`src/rtl/e1_tx_framer.sv`:
```
module e1_tx_framer (
  input  logic       clk,
  input  logic       rst_n,
  input  logic       ser_in,
  input  logic       par_sel,
  input  logic [7:0] par_byte,
  input  logic [5:0] cfg_ins,
  input  logic       cfg_alarm,
  input  logic [4:0] cfg_sa,
  input  logic [1:0] cfg_e,
  output logic       tx_out,
  output logic       frm_start,
  output logic       mf_start,
  output logic [3:0] frm_idx,
  output logic [4:0] ts_idx,
  output logic [2:0] bit_idx
);
  localparam logic [6:0] ALIGN_WORD = 7'b0011011;
  localparam logic [5:0] MF_WORD    = 6'b001011;

  logic [2:0] bit_q;
  logic [4:0] ts_q;
  logic [3:0] frm_q;
  logic [3:0] crc_q, c_hold;

  wire odd      = frm_q[0];
  wire in_ts0   = (ts_q == 5'd0);
  wire first_b  = (bit_q == 3'd0);
  wire c_pos    = in_ts0 && first_b && !odd;
  wire smf_end  = (bit_q == 3'd7) && (ts_q == 5'd31) && (frm_q[2:0] == 3'd7);
  wire payload  = par_sel ? par_byte[3'd7 - bit_q] : ser_in;

  logic ovr_en, ovr_val;
  always_comb begin
    ovr_en  = 1'b0;
    ovr_val = 1'b0;
    if (in_ts0) begin
      if (first_b) begin
        if (!odd) begin
          ovr_en  = cfg_ins[4];
          ovr_val = c_hold[3'd3 - {1'b0, frm_q[2:1]}];
        end else if (frm_q < 4'd12) begin
          ovr_en  = cfg_ins[3];
          ovr_val = MF_WORD[3'd5 - frm_q[3:1]];
        end else begin
          ovr_en  = cfg_ins[5];
          ovr_val = (frm_q == 4'd13) ? cfg_e[1] : cfg_e[0];
        end
      end else if (!odd) begin
        ovr_en  = cfg_ins[0];
        ovr_val = ALIGN_WORD[3'd7 - bit_q];
      end else if (bit_q == 3'd1) begin
        ovr_en  = cfg_ins[1];
        ovr_val = 1'b1;
      end else if (bit_q == 3'd2) begin
        ovr_en  = cfg_ins[1];
        ovr_val = cfg_alarm;
      end else begin
        ovr_en  = cfg_ins[2];
        ovr_val = cfg_sa[3'd7 - bit_q];
      end
    end
  end

  wire       nxt    = ovr_en ? ovr_val : payload;
  wire       fb     = (c_pos ? 1'b0 : nxt) ^ crc_q[3];
  wire [3:0] crc_nx = {crc_q[2:0], 1'b0} ^ {2'b00, fb, fb};

  always_ff @(posedge clk or negedge rst_n) begin
    if (!rst_n) begin
      bit_q     <= '0;
      ts_q      <= '0;
      frm_q     <= '0;
      crc_q     <= '0;
      c_hold    <= '0;
      tx_out    <= 1'b0;
      frm_start <= 1'b0;
      mf_start  <= 1'b0;
    end else begin
      tx_out    <= nxt;
      frm_start <= in_ts0 && first_b;
      mf_start  <= in_ts0 && first_b && (frm_q == 4'd0);
      crc_q     <= smf_end ? 4'd0 : crc_nx;
      if (smf_end) c_hold <= crc_nx;
      bit_q <= bit_q + 3'd1;
      if (bit_q == 3'd7) ts_q <= ts_q + 5'd1;
      if (bit_q == 3'd7 && ts_q == 5'd31) frm_q <= frm_q + 4'd1;
    end
  end

  assign frm_idx = frm_q;
  assign ts_idx  = ts_q;
  assign bit_idx = bit_q;
endmodule

```
`config.mk`:
```
export PLATFORM = sky130hd
export DESIGN_NAME = e1_tx_framer
export DESIGN_NICKNAME = d
export VERILOG_FILES = /design/src/rtl/e1_tx_framer.sv
export SDC_FILE = /design/constraint.sdc
export NUM_CORES = 1
export LEC_CHECK = 0
export BUFFER_PORTS_ARGS = -buffer_cell sky130_fd_sc_hd__buf_2
export CORE_UTILIZATION = 53
export CTS_CLUSTER_DIAMETER = 60
export DETAILED_ROUTE_END_ITERATION = 6
export GPL_TIMING_DRIVEN = 0
export PLACE_DENSITY = 0.87
export SYNTH_ARGS = -nofsm -noshare
export SYNTH_HDL_FRONTEND = slang
export SYNTH_SLANG_ARGS = --single-unit
```
`constraint.sdc`:
```
create_clock -name clk -period 5.6 [get_ports clk]
set_input_delay 0.56 -clock clk [delete_from_list [all_inputs] [get_ports clk]]
set_output_delay 0.56 -clock clk [all_outputs]
set_load 0.02 [all_outputs]
```
==> results of run 1 <==
## kinds of logic after synthesis
| group | count (synthesis) | synth area share [%] |
|---|---|---|
| compound gates | 23 | 11.9 |
| xor+xnor | 6 | 3.66 |
| fa+ha+maj | 14 | 12.2 |
| buf+inv | 15 | 5.67 |
| flops | 23 | 40.1 |
| mux | 9 | 9.33 |
| simple gates | 45 | 17.2 |
## metrics by stage
step           area (sq um)  setup slack, ns  util [%]  total power (W)
3_3_place_gp           1670             3.19      66.3         0.000242
4_1_cts                1700             3.06      67.4         0.000320
5_1_grt                1700             2.90      67.4         0.000334
6_report               1700             3.02      67.4         0.000318
3_5_place_dp           1670             3.09      66.3         0.000246
2_1_floorplan          1440             3.17         -         0.000225
## worst min-delay path by stage
stage	startpoint	end	cells past startpoint
detailed placement	crc_q[1]	c_hold[2]	2
floorplan	rst_n	bit_idx[0]	0
global route	rst_n	mf_start	1
CTS	rst_n	mf_start	1
finish	rst_n	mf_start	1
global placement	crc_q[1]	c_hold[2]	2
## metal layers
layer / routed length [um] / vias up / share of wire [%] / track usage [%]
met3: 154 / 6 / 5.2 / 3.39
met2: 1560 / 42 / 53 / 45.9
met5: 0 / - / 0 / 0
met4: 32 / 0 / 1.1 / 7.69
li1: - / 569 / - / -
met1: 1220 / 573 / 41 / 28.1
## report_power, final
group          internal, W   total, W  switching (W)
logic            0.0000272  0.0000549      0.0000277
registers         0.000181   0.000187     0.00000675
clock network    0.0000278  0.0000754      0.0000477
## layout make-up
type                       count  area (sq um)  share of cell area (%)
buffer                         5          43.8                    2.58
clock buffer                   4          26.3                    1.55
inverter                      10          37.5                    2.21
multi-input combinational     97           778                    45.8
sequential                    23           576                    33.9
tap                           30          37.5                    2.21
timing repair buffer          40           200                    11.8
## Yosys cell counts, types with 2 or more instances
| cell type | count | area (sq um) |
|---|---|---|
| a211oi_1 | 5 | 37.5 |
| a21oi_1 | 4 | 20.0 |
| nor2_1 | 6 | 22.5 |
| mux2_2 | 5 | 56.3 |
| o31a_1 | 2 | 17.5 |
| nand2_1 | 15 | 56.3 |
| nor3_1 | 3 | 15.0 |
| and2b_1 | 2 | 15.0 |
| xnor2_1 | 4 | 35.0 |
| and2_1 | 2 | 12.5 |
| nand3_1 | 3 | 15.0 |
| a31o_2 | 2 | 17.5 |
| and3_1 | 3 | 18.8 |
| xor2_1 | 2 | 17.5 |
| inv_1 | 10 | 37.5 |
| buf_4 | 2 | 15.0 |
| ha_1 | 14 | 175 |
| nor3b_1 | 2 | 15.0 |
| o22ai_1 | 2 | 12.5 |
| mux4_2 | 3 | 67.6 |
| dfrtp_1 | 23 | 576 |
## state kept, by name, indices dropped and copies added (netlist names)
signal     flops
ts_idx         5
mf_start       1
frm_idx        4
bit_idx        3
tx_out         1
crc_q          4
frm_start      1
c_hold         4
==> results.md, run 1 <==
| Metric | Reported |
|---|---|
| Peak ir drop on the vdd network | 178 uV |
| First-pass GRT wire length | 5.02 mm |
| Total number of vias | 1,190 |
| CP delay by family, top | simple AND/OR/NAND/NOR gates |
| Vias in the first global route | 1,160 |
| Capturing point of the worst reg2reg path | c_hold[0] |
| Port-buffer cells | 40 |
| Wirelength per Cell | 14.2 um |
| Initial core utilization | 56.9% |
| Seq/Total Area, Yosys | 40.1% |
| Launching instance or port of the critical path | bit_idx[0] |
| Post-route minimum period | 2.58 ns |
| Routability cong. | 0.857 |
| Reg2Reg Setup Slack | 3.02 ns |
| Fill cell total of the finished layout | 204 |
| Number of levels in the clock H-tree | 1 |
| Final Net Count | 220 |
| Diodes inserted | 0 |
| Aggregate routed wire length | 2.97 mm |
| Critical-path maximum fanout | 9 |
| Result of the run | complete, no violations |
| Total of warnings raised by yosys | 0 |
| Initial antenna violation count | 0 |
| # placed instances | 205 |
| Vertical die dimension | 54.0 um |
| I/O pin count | 41 |
| CTS tree | done |
| All-layer global routing usage | 24.4% |
| Largest net degree at the start of global routing | 24 |
| Startpoint types | register |
| Capture point of the critical path | c_hold[0] |
| Fraction of layout cells with a size suffix above 1 | 34.1% |
| Power density over the cells | 187 nW/um^2 |
| Clock skew | 0.00529 ns |
| Width of the chip | 54.0 um |
| Max Slew Vio Count | 0 |
| Total grt overflow | 0 |
| Clk sinks | 23 |
| Worst slew margin relative to its limit | 66.1% |
| LEAKAGE | 0.879 nW |
| Critical Path Stages | 9 |
| Core Footprint | 2520 sq um |
| Net count after synthesis | 175 |
| Critical Path Slowest Stage Cell | or4_4 |
| Final worst hold slack | 0.201 ns |
| Clock root buffer | clkbuf_4 |
| Setup repair after global routing missed its margin | no |
| Area growth syn-to-layout | 18.4% |
| Total iterations of the first detailed-routing run | 4 |
| Final Hold Vio Count | 0 |
| Synthesized instance count | 135 |
| Synth Flop Type | dfrtp_1 |
| Setup Buffers After CTS | 0 |
| Reg2Reg Launch Point | bit_idx[0] |
| Measured slew at the worst slew-check pin | 0.508 ns |
| Number of clock buffers inserted by TritonCTS | 3 |
| Setup TNS | 0 ns |
| Most common library cell in the layout ignoring fill and taps | buf_2 |
| Asr flop ratio synth | 100% |
| Average footprint of a synthesized cell | 10.6 sq um |
| Cell Chain, Critical Path | buf_4, inv_1, ha_1, nand4b_1, a211oi_1, a211oi_1, or4_4, and3_4, o31ai_2 |
| Cts hold-fix bufs | 0 |
| Hold crit path type | primary input to async pin |
| Clock-pin slew of the registers on the worst-case setup and hold paths | 0.12 ns |
| Total Die Area | 2920 sq um |
| Final period utilization | 46.1% |
| Class of the most critical setup path | register to register |
| Worst Setup End Kind | register |
| Via-to-Cell Ratio | 5.69 |
| # rows | 18 |
| Final Setup Violations | 0 |
| DP HPWL | 2.38 mm |
| Delay of the slowest critical-path stage | 0.57 ns |
| Number of DRC markers after the initial detailed-route iteration | 26 |
| Logic depth of the worst register-to-register path | 9 |
| Count of placed standard cells in the final layout, fillers left out | 209 |
| Count of cells resized by post-cts repair | 0 |
| CP bufs+invs | 2 |
| Maximum capacitance violations | 0 |
| Highest-count cells in the layout ignoring fill and taps | buf_2, dfrtp_1, nand2_1 |
| DRT antenna net count | 0 |
| Clock Tree Buf Depth | 2 |
| Top achievable clock speed | 387 MHz |
| Clock network latency to the later pin of the worst-skew pair | 0.31 ns |
| Number of unique standard cell types used by synthesis | 42 |
| Worst EP required | 5.82 ns |
| DRC violation count after routing | 0 |
| Cell Area, Synth | 1440 sq um |
| Number of synthesized register bits | 23 |
| Number of synthesized flops with an enable pin | 0 |
| Arrival time of the worst setup path | 2.80 ns |
| Cell seen most often among critical-path stages | a211oi_1 |
Note: power is estimated with default switching activity, not from simulation.
==> run 2, diff against run 1 <==
- CORE_UTILIZATION: 53 -> 51
- PLACE_DENSITY: 0.87 -> 0.85
- clock period: 5.6 -> 2.5 ns (I/O delays scaled with it)
==> run 2 against run 1 <==
Against the previous run: sequential share of layout area is 0.73 points lower; routed wire length is 6.5% higher; critical endpoint unchanged; combinational power is 120% higher; sequential cell count stayed put; worst hold slack better by 0.12 ns; sequential power is 120% higher; largest cell class unchanged; first-iteration DRC count is 42% lower; power is 130% higher; fmax is 8.6% higher; design area is 2.2% higher.
==> results.md, run 2 (synthesized netlist as in run 1, its figures left out) <==
| Metric | Reported | Delta |
|---|---|---|
| Peak ir drop on the vdd network | 402 uV | +130% |
| Int Pwr | 0.000526 W | +120% |
| Final period utilization | 95.1% | +49 points |
| All-layer global routing usage | 24.5% | +0.090 points |
| Result of the run | complete, no violations |  |
| Via-to-Cell Ratio | 5.70 | +0.13% |
| Number of levels in the clock H-tree | 1 | unchanged |
| Maximum capacitance violations | 0 | unchanged |
| Measured slew at the worst slew-check pin | 0.508 ns | -0.000470 ns |
| Setup repair after global routing missed its margin | no |  |
| Largest net degree at the start of global routing | 24 | unchanged |
| Clock skew | 0.00621 ns | +0.000928 ns |
| # rows | 18 | unchanged |
| Class of the most critical setup path | register to register |  |
| Comb power frac | 17.0% | -0.3 points |
| Vias in the first global route | 1,262 | +8.8% |
| Fraction of power consumed by sequential logic | 58.6% | -0.4 points |
| Initial antenna violation count | 0 | unchanged |
| Final worst hold slack | 0.320 ns | +0.119 ns |
| Number of clock buffers inserted by TritonCTS | 3 | unchanged |
| Initial core utilization | 55.9% | -1.0 points |
| Diodes inserted | 0 | unchanged |
| Arrival time of the worst setup path | 2.62 ns | -0.18 ns |
| Worst Setup End Kind | register |  |
| Area occupied by multi-input gates | 793 sq um | +1.9% |
| Total grt overflow | 0 | unchanged |
| Worst EP required | 2.74 ns | -3.08 ns |
| Final Setup Violations | 0 | unchanged |
| Switching pwr | 0.000191 W | +130% |
| Clk sinks | 23 | unchanged |
| I/O pin count | 41 | unchanged |
| Layout Cell Area excl Fill | 1740 sq um | +2.2% |
| Clock network latency to the later pin of the worst-skew pair | 0.32 ns | about the same |
| Area growth syn-to-layout | 21.0% |  |
| Final total power | 0.000717 W | +130% |
| Final Net Count | 222 | +0.91% |
| Clock-pin slew of the registers on the worst-case setup and hold paths | 0.13 ns | about the same |
| Area of placed instances | 1670 sq um | unchanged |
| Net switching share of the total power | 26.6% | +0.79 points |
| Width of the chip | 55.0 um | +1.9% |
| Routability cong. | 0.808 | -5.6% |
| Fill cell total of the finished layout | 218 | +6.9% |
| Clock Tree Buf Depth | 2 | unchanged |
| Post-route minimum period | 2.38 ns | -0.204 ns |
| Highest-count cells in the layout ignoring fill and taps | buf_2, dfrtp_1, nand2_1 |  |
| Total iterations of the first detailed-routing run | 4 | unchanged |
| DP HPWL | 2.37 mm | about the same |
| Number of DRC markers after the initial detailed-route iteration | 15 | -42% |
| Max Slew Vio Count | 0 | unchanged |
| LEAKAGE | 0.891 nW | +1.3% |
| Total number of vias | 1,203 | +1.1% |
| Fraction of power consumed by the clock network | 24.4% | +0.7 points |
| Total Die Area | 3030 sq um | +3.8% |
| CTS tree | done |  |
| Core Footprint | 2570 sq um | +1.8% |
| Wirelength per Cell | 15.0 um | +5.5% |
| Fraction of layout cells with a size suffix above 1 | 37.0% | +2.9 points |
| Most common library cell in the layout ignoring fill and taps | buf_2 |  |
| Top achievable clock speed | 421 MHz | +8.6% |
| Aggregate routed wire length | 3.16 mm | +6.5% |
| Final Hold Vio Count | 0 | unchanged |
| Vertical die dimension | 55.0 um | +1.9% |
| Port-buffer cells | 40 | unchanged |
| Power density over the cells | 413 nW/um^2 | +120% |
| Sequential cell area in the final layout | 576 sq um | unchanged |
| Worst slew margin relative to its limit | 66.1% | about the same |
| Hold crit path type | primary input to register |  |
| DRC violation count after routing | 0 | unchanged |
| Startpoint types | register |  |
| First-pass GRT wire length | 5.15 mm | +2.8% |
| Number of flip-flops in the largest register | 5 | unchanged |
| Clock root buffer | clkbuf_4 |  |
| Critical-path maximum fanout | 9 | unchanged |
| DRT antenna net count | 0 | unchanged |
==> run 2: worst max-delay path, cell delays in order, from the launching register on <==
cell and delay (ns):
dfrtp_1 0.41, buf_6 0.15, inv_1 0.12, ha_2 0.26, a211oi_1 0.09, a211oi_2 0.25
a211oi_1 0.09, or4_4 0.57, and3_4 0.20, o31ai_2 0.16
==> run 2: metal layers <==
metal / share of wire (%) / vias up / track usage, %
met5: 0 / - / 0
met4: 2.2 / 0 / 10.0
met3: 6.0 / 9 / 3.83
met2: 52 / 45 / 46.8
met1: 40 / 579 / 26.4
li1: - / 570 / -
==> run 2: repair_timing <==
item	CTS	global route
hold endpoints to repair	23	0
hold buffers	1	0
gates resized for setup	1	4
pin swaps	0	1
setup buffers	1	0
setup endpoints to repair	4	4
==> run 2: final cells by class <==
class,instances,share of cell area [%]
plain buffers,5,2.74
clock buffers,3,1.30
clock inverters,1,0.288
inverters,10,2.16
multi-input cells,97,45.7
flip-flops and latches,23,33.1
well taps,30,2.16
repair buffers,42,12.5
==> run 2: final timing paths <==
kind                            start         end  slack, ns  cells after the start
setup / recovery           bit_idx[0]   c_hold[0]       0.12                      9
hold / removal             cfg_ins[4]      tx_out       0.32                      4
setup reg to reg           bit_idx[0]   c_hold[0]       0.12                      9
hold reg to reg              crc_q[2]   c_hold[3]       0.48                      2
max in group asynchronous       rst_n  bit_idx[2]       1.73                      2
min in group asynchronous       rst_n  frm_idx[0]       0.42                      2
==> run 2: power by group through the flow <==
| stage | sequential, W | combinational [W] | clock [W] |
|---|---|---|---|
| 2_1_floorplan | 0.000426 | 0.0000770 | 0 |
| 4_1_cts | 0.000420 | 0.000122 | 0.000183 |
| 3_5_place_dp | 0.000428 | 0.000119 | 0 |
| 5_1_grt | 0.000425 | 0.000136 | 0.000197 |
| 3_3_place_gp | 0.000427 | 0.000115 | 0 |
| 6_report | 0.000420 | 0.000122 | 0.000175 |
==> run 2: per-stage QoR <==
| step | utilization, % | setup slack, ns | instances | setup TNS [ns] |
|---|---|---|---|---|
| 3_5_place_dp | 65.2 | -0.0588 | 205 | -0.143 |
| 5_1_grt | 67.6 | 0.00596 | 211 | 0 |
| 4_1_cts | 67.1 | 0.0140 | 211 | 0 |
| 6_report | 67.6 | 0.123 | 211 | 0 |
| 2_1_floorplan | - | 0.0678 | 135 | 0 |
| 3_3_place_gp | 65.2 | 0.0866 | 205 | 0 |
